**config.mk**
```make
export PLATFORM = sky130hd
export DESIGN_NAME = edo_lane_ctrl
export DESIGN_NICKNAME = d
export VERILOG_FILES = /design/src/rtl/edo_pkg.sv /design/src/rtl/edo_sync.sv /design/src/rtl/edo_cas_merge.sv /design/src/rtl/edo_oe_guard.sv /design/src/rtl/edo_lane_ctrl.sv
export SDC_FILE = /design/constraint.sdc
export NUM_CORES = 1
export LEC_CHECK = 0
export BUFFER_PORTS_ARGS = -buffer_cell sky130_fd_sc_hd__buf_4
export CAP_MARGIN = 20
export CORE_MARGIN = 5
export CORE_UTILIZATION = 56
export DETAILED_ROUTE_END_ITERATION = 10
export GPL_ROUTABILITY_DRIVEN = 1
export PLACE_DENSITY_LB_ADDON = 0.08
export SLEW_MARGIN = 25
export SYNTH_ARGS = -nofsm -noshare
export SYNTH_HDL_FRONTEND = slang
export SYNTH_SLANG_ARGS = --single-unit
```
**constraint.sdc**
```tcl
create_clock -name clk_i -period 2.48 [get_ports clk_i]
set_input_delay 0.124 -clock clk_i [delete_from_list [all_inputs] [get_ports clk_i]]
set_output_delay 0.124 -clock clk_i [all_outputs]
set_load 0.005 [all_outputs]
```
**src/rtl/edo_pkg.sv**
```systemverilog
package edo_pkg;
  localparam int LANES  = 2;
  localparam int LANE_W = 8;
  localparam int DQ_W   = LANES * LANE_W;

  typedef enum logic [1:0] {ST_IDLE, ST_ROW, ST_CBR} row_st_e;
endpackage

```
**src/rtl/edo_sync.sv**
```systemverilog
module edo_sync #(
  parameter int             W       = 1,
  parameter logic [W-1:0]   RST_VAL = '0
) (
  input  logic         clk_i,
  input  logic         rst_ni,
  input  logic [W-1:0] d_i,
  output logic [W-1:0] q_o
);
  logic [W-1:0] meta_q;

  always_ff @(posedge clk_i or negedge rst_ni) begin
    if (!rst_ni) begin
      meta_q <= RST_VAL;
      q_o    <= RST_VAL;
    end else begin
      meta_q <= d_i;
      q_o    <= meta_q;
    end
  end
endmodule

```
**src/rtl/edo_cas_merge.sv**
```systemverilog
module edo_cas_merge #(
  parameter int LANES = 2
) (
  input  logic             clk_i,
  input  logic             rst_ni,
  input  logic [LANES-1:0] lane_n_i,
  output logic [LANES-1:0] lane_low_o,
  output logic [LANES-1:0] lane_fall_o,
  output logic             cas_act_o,
  output logic             cas_rise_o
);
  logic [LANES-1:0] lane_low_q;

  assign lane_low_o = ~lane_n_i;

  always_ff @(posedge clk_i or negedge rst_ni) begin
    if (!rst_ni) lane_low_q <= '0;
    else         lane_low_q <= lane_low_o;
  end

  for (genvar g = 0; g < LANES; g++) begin : g_edge
    assign lane_fall_o[g] = lane_low_o[g] & ~lane_low_q[g];
  end

  // first fall opens, last rise closes
  assign cas_act_o  = |lane_low_o;
  assign cas_rise_o = ~cas_act_o & (|lane_low_q);
endmodule

```
**src/rtl/edo_oe_guard.sv**
```systemverilog
module edo_oe_guard #(
  parameter int OEHC_MIN = 4,
  parameter int OEP_MIN  = 3
) (
  input  logic clk_i,
  input  logic rst_ni,
  input  logic cas_act_i,
  input  logic cas_rise_i,
  input  logic oe_high_i,
  output logic kill_o
);
  localparam int MAXT = (OEHC_MIN > OEP_MIN) ? OEHC_MIN : OEP_MIN;
  localparam int CW   = $clog2(MAXT + 1);

  logic [CW-1:0] cnt_q, thr, thr_m1;
  logic          hc_q, hc_sel, counting;

  // hold threshold applies when OE was already high at the column rise
  assign hc_sel   = cas_rise_i ? oe_high_i : hc_q;
  assign thr      = hc_sel ? CW'(OEHC_MIN) : CW'(OEP_MIN);
  assign thr_m1   = thr - CW'(1);
  assign counting = oe_high_i & ~cas_act_i;
  assign kill_o   = counting & (cnt_q == thr_m1);

  always_ff @(posedge clk_i or negedge rst_ni) begin
    if (!rst_ni) begin
      cnt_q <= '0;
      hc_q  <= 1'b0;
    end else begin
      if (!counting)        cnt_q <= '0;
      else if (cnt_q != thr) cnt_q <= cnt_q + CW'(1);
      hc_q <= oe_high_i ? hc_sel : 1'b0;
    end
  end
endmodule

```
**src/rtl/edo_lane_ctrl.sv**
```systemverilog
module edo_lane_ctrl
  import edo_pkg::*;
#(
  parameter int ADDR_W   = 3,
  parameter int OEHC_MIN = 4,
  parameter int OEP_MIN  = 3
) (
  input  logic                  clk_i,
  input  logic                  rst_ni,
  input  logic                  ras_ni,
  input  logic                  casl_ni,
  input  logic                  cash_ni,
  input  logic                  we_ni,
  input  logic                  oe_ni,
  input  logic [ADDR_W-1:0]     addr_i,
  input  logic [DQ_W-1:0]       dq_i,
  output logic [DQ_W-1:0]       dq_o,
  output logic [LANES-1:0]      dq_oe_o,
  output logic [LANES-1:0]      wr_stb_o,
  output logic [2*ADDR_W-1:0]   wr_addr_o,
  output logic [DQ_W-1:0]       wr_data_o,
  output logic                  cbr_stb_o,
  output logic [ADDR_W-1:0]     ref_row_o
);
  localparam int MEM_AW = 2 * ADDR_W;
  localparam int DEPTH  = 1 << MEM_AW;

  logic [4:0]             ctrl_s;
  logic                   ras_s, cash_s, casl_s, we_s, oe_s;
  logic [ADDR_W+DQ_W-1:0] data_s;
  logic [ADDR_W-1:0]      col_in;
  logic [DQ_W-1:0]        dq_in;

  edo_sync #(.W(5), .RST_VAL(5'b11111)) u_sync_ctrl (
    .clk_i, .rst_ni,
    .d_i({ras_ni, cash_ni, casl_ni, we_ni, oe_ni}),
    .q_o(ctrl_s)
  );
  edo_sync #(.W(ADDR_W + DQ_W), .RST_VAL('0)) u_sync_data (
    .clk_i, .rst_ni,
    .d_i({addr_i, dq_i}),
    .q_o(data_s)
  );
  assign {ras_s, cash_s, casl_s, we_s, oe_s} = ctrl_s;
  assign {col_in, dq_in} = data_s;

  logic [LANES-1:0] lane_low, lane_fall;
  logic             cas_act, cas_rise, oe_kill;

  edo_cas_merge #(.LANES(LANES)) u_cas (
    .clk_i, .rst_ni,
    .lane_n_i({cash_s, casl_s}),
    .lane_low_o(lane_low),
    .lane_fall_o(lane_fall),
    .cas_act_o(cas_act),
    .cas_rise_o(cas_rise)
  );

  edo_oe_guard #(.OEHC_MIN(OEHC_MIN), .OEP_MIN(OEP_MIN)) u_oe (
    .clk_i, .rst_ni,
    .cas_act_i(cas_act),
    .cas_rise_i(cas_rise),
    .oe_high_i(oe_s),
    .kill_o(oe_kill)
  );

  row_st_e           st_q;
  logic [ADDR_W-1:0] row_q, col_q, ref_cnt_q, ref_row_q;
  logic              ras_act, ras_act_q, we_low, we_low_q, cbr_q;
  logic [LANES-1:0]  rd_valid_q, lane_rd_q, wr_stb_q;
  logic [DQ_W-1:0]   out_q, wr_data_q, rd_word;
  logic [MEM_AW-1:0] wr_addr_q, wr_addr_c;
  logic [DQ_W-1:0]   mem_q [DEPTH];

  logic             in_row, ras_fall, ras_rise, we_fall, late_ok, we_kill, idle;
  logic [LANES-1:0] rd_lane_c, ew_lane_c, lw_lane_c, wr_en_c;

  assign ras_act  = ~ras_s;
  assign we_low   = ~we_s;
  assign ras_fall = ras_act & ~ras_act_q;
  assign ras_rise = ~ras_act & ras_act_q;
  assign we_fall  = we_low & ~we_low_q;
  assign in_row   = (st_q == ST_ROW);
  assign idle     = ~ras_act & ~cas_act;
  // late write needs OE high; with OE low the read is kept
  assign late_ok  = we_fall & in_row & cas_act & oe_s;
  assign we_kill  = we_fall & ~(in_row & cas_act & ~oe_s);

  assign rd_lane_c = lane_fall & {LANES{in_row & ~we_low}};
  assign ew_lane_c = lane_fall & {LANES{in_row & we_low}};
  assign lw_lane_c = lane_low & lane_rd_q & {LANES{late_ok}};
  assign wr_en_c   = ew_lane_c | lw_lane_c;
  assign wr_addr_c = {row_q, (|ew_lane_c) ? col_in : col_q};
  assign rd_word   = mem_q[{row_q, col_in}];

  always_ff @(posedge clk_i) begin
    for (int l = 0; l < LANES; l++) begin
      if (wr_en_c[l]) mem_q[wr_addr_c][l*LANE_W +: LANE_W] <= dq_in[l*LANE_W +: LANE_W];
    end
  end

  always_ff @(posedge clk_i or negedge rst_ni) begin
    if (!rst_ni) begin
      st_q       <= ST_IDLE;
      row_q      <= '0;
      col_q      <= '0;
      ref_cnt_q  <= '0;
      ref_row_q  <= '0;
      cbr_q      <= 1'b0;
      ras_act_q  <= 1'b0;
      we_low_q   <= 1'b0;
      rd_valid_q <= '0;
      lane_rd_q  <= '0;
      out_q      <= '0;
      wr_stb_q   <= '0;
      wr_addr_q  <= '0;
      wr_data_q  <= '0;
    end else begin
      ras_act_q <= ras_act;
      we_low_q  <= we_low;
      cbr_q     <= 1'b0;
      wr_stb_q  <= wr_en_c;
      wr_addr_q <= wr_addr_c;
      wr_data_q <= dq_in;

      if (ras_fall) begin
        if (cas_act) begin
          st_q      <= ST_CBR;
          cbr_q     <= 1'b1;
          ref_row_q <= ref_cnt_q;
          ref_cnt_q <= ref_cnt_q + ADDR_W'(1);
        end else begin
          st_q  <= ST_ROW;
          row_q <= col_in;
        end
      end else if (ras_rise) begin
        st_q <= ST_IDLE;
      end

      if (|(lane_fall) && in_row) col_q <= col_in;

      for (int l = 0; l < LANES; l++) begin
        if (rd_lane_c[l]) begin
          out_q[l*LANE_W +: LANE_W] <= rd_word[l*LANE_W +: LANE_W];
          rd_valid_q[l] <= 1'b1;
          lane_rd_q[l]  <= 1'b1;
        end else if (ew_lane_c[l] || lw_lane_c[l]) begin
          rd_valid_q[l] <= 1'b0;
          lane_rd_q[l]  <= 1'b0;
        end
      end

      // sticky off conditions; none coincides with a read fall
      if (we_kill || oe_kill || idle) rd_valid_q <= '0;
      if (idle) lane_rd_q <= '0;
    end
  end

  assign dq_o      = out_q;
  assign dq_oe_o   = rd_valid_q & {LANES{~oe_s}};
  assign wr_stb_o  = wr_stb_q;
  assign wr_addr_o = wr_addr_q;
  assign wr_data_o = wr_data_q;
  assign cbr_stb_o = cbr_q;
  assign ref_row_o = ref_row_q;
endmodule

```
# == Word-level counts from Yosys, hierarchy flattened ==
# Memories as Yosys holds them, arrays and structs flattened.
# Index checks and enable logic that the tools add are counted.
# word_totals
ff_bits,115
ram_bits,1024
input_bits,26
out_inout_bits,46
n_memories,1
# classes
addsub,3
n_eq_ne,4
n_mux,21
bitwise,33
reduce_logical,16
# memory_table
name,depth,word_bits,read_ports,rd_ports_with_merged_regs,write_ports,line_no,text
mem_q,64,16,1,0,1,edo_lane_ctrl.sv:73,logic [DQ_W-1:0] mem_q [DEPTH];
# ops
cell,n
1-bit AND,17
1-bit 2-to-1 mux,12
3-bit 2-to-1 mux,4
3-bit nonzero test,4
2-bit AND,5
2-bit 2-to-1 mux,5
1-bit inverter,9
2-bit OR reduction,4
"3-bit by 1-bit adder with 3-bit output, second input constant",2
1-bit logical OR,4
2-bit AND reduction,2
3-bit == test,1
3-bit inequality test,1
"3-bit by 1-bit subtractor with 3-bit output, second input constant",1
"2-bit by 1-bit == test with 1-bit output, second input constant",1
"2-bit inequality test, second input constant",1
2-bit inverter,1
2-bit OR,1
2-bit nonzero test,1
1-bit logical AND,1

# == Longest topological paths before layout ==
# Gate-level depths: netlist (run 1).
# depth
depth_word,12
mapped_depth,10
ltp_nobuf,6

# == Hierarchy ==
# From an unflattened synthesis (run 1), not the netlist that was laid out.
# hier_totals
cells_unflattened,2068
hier_area_um2,43271.5
# modules_own_cells
mod,n_inst,cells_per_inst,area_per_inst_um2,seq_area_each_um2
edo_lane_ctrl,1,1985,41725.0,32276.0
edo_sync (u_sync_data),1,38,950.9,950.9
edo_sync (u_sync_ctrl),1,10,262.8,262.8
edo_oe_guard,1,27,254.0,100.1
edo_cas_merge,1,8,78.8,50.0

# == Worst setup path before layout (run 1) ==
# No wires, ideal clock.
# synth_timing
path_type,flip-flop to flip-flop
startpoint,register u_sync_data.q_o[16]
endpoint,memory mem_q[40][10] (netlist bit) (enable)
arrival_time_ns,2.203
required_time_ns,2.109
path_slack_ns,-0.094
path_stages_with_launch,9
period_less_slack_ns,2.574
path_cell_list,dfrtp_1 buf_2 buf_4 buf_4 buf_4 mux2i_1 nand3_1 clkbuf_1 nor2_1
# synth_between
elab_chain_len,1
# synth_lines
item,line_no,text
start: declaration,edo_sync.sv:8,output logic [W-1:0] q_o
start signal: assignment,edo_sync.sv:18,q_o <= meta_q;
3-bit 2-to-1 mux,edo_lane_ctrl.sv:93,"assign wr_addr_c = {row_q, (|ew_lane_c) ? col_in : col_q};"
end: declaration,edo_lane_ctrl.sv:73,
# Every way passes these cells.

# == Worst setup path after layout (run 1) ==
# layout_timing
startpoint,register u_sync_data.q_o[16]
endpoint,"register out_q[2], in the netlist dq_o[2]"
# layout_between
elab_chain_len,1
# layout_lines
item,line_no,text
memory 64 x 16 bit,--,
end signal: indexed assignment,edo_lane_ctrl.sv:144,out_q[l*LANE_W +: LANE_W] <= rd_word[l*LANE_W +: LANE_W];
end: declaration,edo_lane_ctrl.sv:71,"logic [DQ_W-1:0] out_q, wr_data_q, rd_word;"
# Every way passes these cells.
# A chain may end at the register's enable or synchronous reset.

==> results of run 1 <==
==> flip-flops by register name, indices dropped and copies added (netlist names), 2 cells and up <==
register / cells
col_q: 3
dq_o: 16
lane_rd_q: 2
mem_q: 1024
rd_valid_q: 2
ref_cnt_q: 3
ref_row_o: 3
row_q: 3
st_q: 2
u_cas.lane_low_q: 2
u_oe.cnt_q: 3
u_sync_ctrl.meta_q: 5
u_sync_ctrl.q_o: 5
u_sync_data.meta_q: 19
u_sync_data.q_o: 19
wr_addr_o: 6
wr_data_o: 16
wr_stb_o: 2
==> logic make-up after synthesis <==
kind of cell,after synthesis
xor+xnor,3
fa+ha+maj,3
mux,324
compound gates,176
flops,1139
simple gates,354
buf+inv,120
==> through the flow <==
step	power [uW]	instances	util (%)
2_1_floorplan	23400	2119	-
3_3_place_gp	25700	3440	61.8
3_5_place_dp	25700	3440	61.8
4_1_cts	42600	3695	67.7
5_1_grt	43900	3735	68.9
6_report	42700	3735	68.9
==> cells in the final DEF, fill, tap and decap left out, types with 28 or more instances in the layout <==
cell type  netlist  final
clkinv_1         3     28
clkbuf_16        0    117
buf_12           0     47
mux2i_1         68     65
a21oi_1         37     30
edfxtp_1      1024   1024
a22oi_1         38     30
buf_4           20    370
dfrtp_1        105     85
nand2_1         76     64
nor2_4           0     51
mux4_2         236    236
nor2_1         164     97
nand3_1         37     34
==> power breakdown <==
group	switching, uW	internal [uW]	leakage, uW	total, uW
Combinational	2580	1710	0.00561	4290
Sequential	337	21200	0.0106	21500
Clock	7200	9710	0.00181	16900
Total	10100	32600	0.0180	42700
==> worst max path at each step <==
| stage | start | endpoint | slack (ps) | cells past startpoint |
|---|---|---|---|---|
| 2_1_floorplan | u_sync_data.q_o[16] | mem_q[40][10] | -90 | 8 |
| 3_3_place_gp | u_sync_data.q_o[16] | dq_o[9] | -260 | 8 |
| 3_5_place_dp | u_sync_data.q_o[16] | dq_o[9] | -280 | 8 |
| 4_1_cts | u_sync_ctrl.q_o[0] | mem_q[57][5] | -160 | 5 |
| 5_1_grt | u_sync_data.q_o[16] | dq_o[3] | -190 | 10 |
| 6_report | u_sync_data.q_o[16] | dq_o[2] | -140 | 10 |
==> routing by layer <==
metal	GRT usage, %	up-vias	wire length (um)
met1	43.8	12300	47700
met3	6.09	189	12400
met2	40.9	1332	52800
met5	0	-	13
li1	-	9675	-
met4	7.67	2	3140
==> layout make-up <==
type                    count  area share, %
clock buffers             142           5.70
inverters                  12         0.0919
clock inverters            71           1.24
repair buffers            471           8.42
multi-input cells         860           18.7
well taps                1040           2.45
flip-flops and latches   1139           63.4
==> critical path, delay by kind of cell (launching register included) <==
family                 cells  cell delay (ps)
buffers and inverters      5              720
flip-flops                 1              550
AND/OR/NAND/NOR            1              170
AO/OA/AOI/OAI              3              620
multiplexers               1              440
==> what timing repair did <==
action,CTS,global route
setup endpoints to repair,476,429
endpoints found under the hold margin,129,0
cloned,4,3
hold buffers,26,0
pin swaps,11,29
setup buffers,12,41
resized for setup,93,129
==> impl_metrics.tcl, run 1 <==
set metrics [dict create \
    clk_path_buf_depth 3 \
    seq_area_frac_synth_pct 77.5 \
    synth.mux.area_fraction_pct 14.3 \
    dp_hpwl_um 74300 \
    htreeDepth 3 \
    synth_common_cells "1,024 x edfxtp_1, 236 x mux4_2, 164 x nor2_1" \
    ctsRootBufferMaster "clkbuf_16" \
    tightest_slew_ps 897 \
    power_leakage_uw 0.0180 \
    fin_area_mm2 0.0531 \
    yosysMostFrequentCell "edfxtp_1" \
    port_buffers 71 \
    period_needed_ps 2620 \
    maxSlewHeadroom_pct 40.2 \
    ant_nets 0 \
    routedWlPerCell_um 31.1 \
    yosys_warnings 0 \
    final.period_utilization_pct 106 \
    cts_tree "yes" \
    cp_max_fo 7 \
    synth_top_family_by_area "multiplexers" \
    synthFlopType "edfxtp_1" \
    row_count 102 \
    grt_pass1_vias 23100 \
    crit_type "flip-flop to flip-flop" \
    setup_viol 10 \
    reg2reg_from "u_sync_data.q_o[16]" \
    synthesis.nets 2148 \
    outcome "finished with violations" \
    path_common_cell "buf_4" \
    setup_ws_ps -145 \
    whs_ps 67.3 \
    critPathSlowestCell "dfrtp_4" \
    cap_violations 0 \
    grt_pass1_wl_um 167000 \
    gp_congestion 0.873 \
    syn2layout_area_growth_pct 22.3 \
    r2r-end "dq_o[2]" \
    r2r_slack_ps -140 \
    synth_area_leaders "edfxtp_1 71%, mux4_2 12%, dfrtp_1 6.1%" \
    synth_compound_area_share_pct 2.91 \
    num-fill-cells 4905 \
    skew_ps 21.2 \
    worstSetupEndpointType "flip-flop" \
    yosys.area_share.xor_xnor_pct 0.0606 \
    dieArea_mm2 0.0831 \
    synth_top_area_share_pct 70.9 \
    die-width_um 288 \
    cts_made_buffers 114 \
    synth-edff-count 1024 \
    drtIter0Drc 2933 \
    initial_utilization_pct 56.3 \
    multiInputGateArea_mm2 0.00990 \
    num_vias 23500 \
    cp.required_ps 3050 \
    drc 0 \
    hold_viol_final 0 \
    startpoint_type "flip-flop" \
    drtPass1Iterations 6 \
    synthDistinctLibCells 61 \
    max_stage_delay_ps 550 \
    synth-async-reset-ratio_pct 10.1 \
    drive_gt1_share_pct 38.4 \
    cts_sinks 1139 \
    die_height_um 288 \
    syn_inst 2119 \
    timing.fmax_mhz 381 \
    avgSynthCellArea_um2 20.5 \
    track_usage_pct 28.0 \
    maxSlewViolCount 0 \
    setup_tns_ps -678 \
    routed_wl_um 116000 \
    nNetsFinal 2627 \
    syn-cell-area_mm2 0.0434 \
    violations "setup timing" \
    p_per_area_mw_per_mm2 804 \
    yosys.area_share.simple_pct 3.65 \
    coreArea_mm2 0.0771 \
    globalRoute.totalOverflow 0 \
    rr_worst_depth 10 \
    worstSkewPairLatency_ps 690 \
    peakVddDrop_mv 0.541 \
    synth_area_leader_cell "edfxtp_1" \
    antenna_found_initial 3 \
    path_clk_slew_ps 60 \
    pre_cts_ws_ps -281 \
    hold_class "primary input to asynchronous set/reset pin" \
    cp_cell_sequence "buf_12, buf_16, buf_4, buf_8, mux4_2, a22o_1, nor3_2, buf_4, a311oi_1, o32a_1" \
    io_pins 72 \
    ff_latch_area_mm2 0.0337 \
    yosys.area_share.adder_pct 0.0865 \
    synth-seq-cells 1139 \
    dpl-instance-area_mm2 0.0476 \
    rsz0062_at_grt "yes" \
    antenna_cells 0 \
    grt_max_degree 66 \
    worstPathArrival_ps 3200 \
    vias_per_cell 6.30 \
]
Power figures use the tool's default switching activity.
==> inputs of run 2 (changes only) <==
PLACE_DENSITY = 0.78   (was not set)
PLACE_DENSITY_LB_ADDON = not set   (was 0.08)
==> run 2 against run 1 <==
Sequential share of layout area increased by 1.1 points. Critical path type unchanged. Count of clock-buffer cells in the layout increased by 2. Combinational power down 6.8%. The run still ends with setup timing left. Sequential cell count unchanged. Critical endpoint is now dq_o[8]. Clock power is 2% lower. First-iteration DRC count is 31% higher. Highest routed layer unchanged. Worst setup slack better by 82 ps. Global-route usage grew 0.31 points. Die area unchanged.
==> impl_metrics.tcl, run 2 (synthesis results as in run 1) <==
set metrics [dict create \
    cap_violations 0 \
    cts_made_buffers 105 \
    endpoint "dq_o[8]" \
    gp_congestion 0.920 \
    crit_path_start "u_sync_data.q_o[17]" \
    grt_pass1_wl_um 171000 \
    drc 0 \
    top_register "mem_q" \
    drtIter0Drc 3837 \
    worstSetupEndpointType "flip-flop" \
    initial_utilization_pct 56.3 \
    antenna_found_initial 3 \
    port_buffers 71 \
    syn2layout_area_growth_pct 20.2 \
    setup_viol 5 \
    pre_cts_ws_ps -183 \
    dp_hpwl_um 70400 \
    drive_gt1_share_pct 35.8 \
    reg_top3 "mem_q: 1024 flops, u_sync_data.meta_q: 19 flops, u_sync_data.q_o: 19 flops" \
    worstSkewPairLatency_ps 660 \
    finalPower_uw 42000 \
    combPwrFrac_pct 9.5 \
    reg2reg_from "u_sync_data.q_o[17]" \
    p_switching_uw 9830 \
    grt_pass1_vias 24900 \
    globalRoute.totalOverflow 0 \
    hold_class "primary input to asynchronous set/reset pin" \
    track_usage_pct 28.3 \
    timing.fmax_mhz 393 \
    cp_max_fo 38 \
    rsz0062_at_grt "yes" \
    outcome "finished with violations" \
    largest_reg_flops 1024 \
    row_count 102 \
    r2r_slack_ps -60 \
    skew_ps 31.2 \
    maxSlewHeadroom_pct 34.0 \
    routed_wl_um 120000 \
    period_needed_ps 2540 \
    hold_viol_final 0 \
    nNetsFinal 2597 \
    p_per_area_mw_per_mm2 806 \
    die_height_um 288 \
    ctsRootBufferMaster "clkbuf_16" \
    peakVddDrop_mv 0.551 \
    maxSlewViolCount 0 \
    cp.required_ps 3020 \
    cts_sinks 1139 \
    cts_tree "yes" \
    layout_commonest_cell "edfxtp_1" \
    sequentialPowerShare_pct 51.2 \
    clk_path_buf_depth 3 \
    path_clk_slew_ps 70 \
    final_cell_mix "1,024 x edfxtp_1, 365 x buf_4, 236 x mux4_2" \
    die-width_um 288 \
    crit_type "flip-flop to flip-flop" \
    vias_per_cell 6.70 \
    internal-power_uw 32200 \
    coreArea_mm2 0.0771 \
    startpoint_type "flip-flop" \
    rr_worst_depth 6 \
    p_clk_share_pct 39.2 \
    r2r-end "dq_o[8]" \
    power_leakage_uw 0.0177 \
    htreeDepth 3 \
    num_vias 24800 \
    setup_ws_ps -63.3 \
    power.share.switching_pct 23.4 \
    dieArea_mm2 0.0831 \
    ant_nets 0 \
    tightest_slew_ps 991 \
    violations "setup timing" \
    routedWlPerCell_um 32.4 \
    whs_ps 97.5 \
    worstPathArrival_ps 3080 \
    drtPass1Iterations 8 \
    io_pins 72 \
    grt_max_degree 66 \
    final.period_utilization_pct 103 \
]
-- run 2: worst min-delay path by stage --
stage                                   to  slack [ps]  cells past startpoint
global placement     u_sync_data.meta_q[8]          80                      1
finish              u_sync_data.meta_q[13]         100                      3
floorplan                        cbr_stb_o        -170                      0
CTS                 u_sync_data.meta_q[13]          80                      3
detailed placement   u_sync_data.meta_q[8]          90                      1
global route        u_sync_data.meta_q[13]         100                      3
-- run 2: worst max-delay path, cell delays in order, from the launching register on --
cell and delay (ps):
dfrtp_4 620, buf_16 290, mux4_2 350, mux2_2 290, a221oi_2 370, nand3_1 220
o22a_1 240
-- run 2: stage by stage --
| stage | area, um2 | util (%) | std cells | setup TNS, ps |
|---|---|---|---|---|
| 2_1_floorplan | 43400 | - | 2119 | -39320 |
| 3_3_place_gp | 47700 | 61.9 | 3452 | -879 |
| 3_5_place_dp | 47700 | 61.9 | 3452 | -6850 |
| 4_1_cts | 51700 | 67.1 | 3677 | -46.3 |
| 5_1_grt | 52200 | 67.7 | 3696 | -318 |
| 6_report | 52200 | 67.7 | 3697 | -162 |
-- run 2: power by group through the flow --
| stage | clock, uW | combinational, uW | sequential [uW] |
|---|---|---|---|
| after global placement | 0 | 3490 | 21900 |
| after CTS | 16500 | 3720 | 21500 |
| final | 16500 | 4000 | 21500 |
| after floorplan | 0 | 1560 | 21800 |
| after detailed placement | 0 | 3560 | 21900 |
| after global routing | 17400 | 4060 | 21500 |
-- run 2: final cells by class --
cell class              count  area (um2)
diodes                      1        2.50
clock buffers             144        2960
clock inverters            51         542
repair buffers            450        4170
well taps                1040        1300
inverters                  12        45.0
flip-flops and latches   1139       33700
multi-input cells         860        9450
fillers                  4529       24900
-- run 2: layer usage --
layer  share of wire (%)  track usage [%]  vias up  wire [um]
met2                  47             43.7     2209      56300
met3                  14             7.14      474      16300
met1                  34             39.0    12500      40800
li1                    -                -     9596          -
met5               0.016                0        -         19
met4                 5.4             12.8        2       6460
-- run 2: timing repair --
item	4_1_cts	5_1_grt
pin swaps	0	3
resized for setup	31	67
endpoints found under the hold margin	129	0
buffers inserted	2	17
hold buffers	26	0
cloned	2	2
endpoints found under the setup margin	201	886
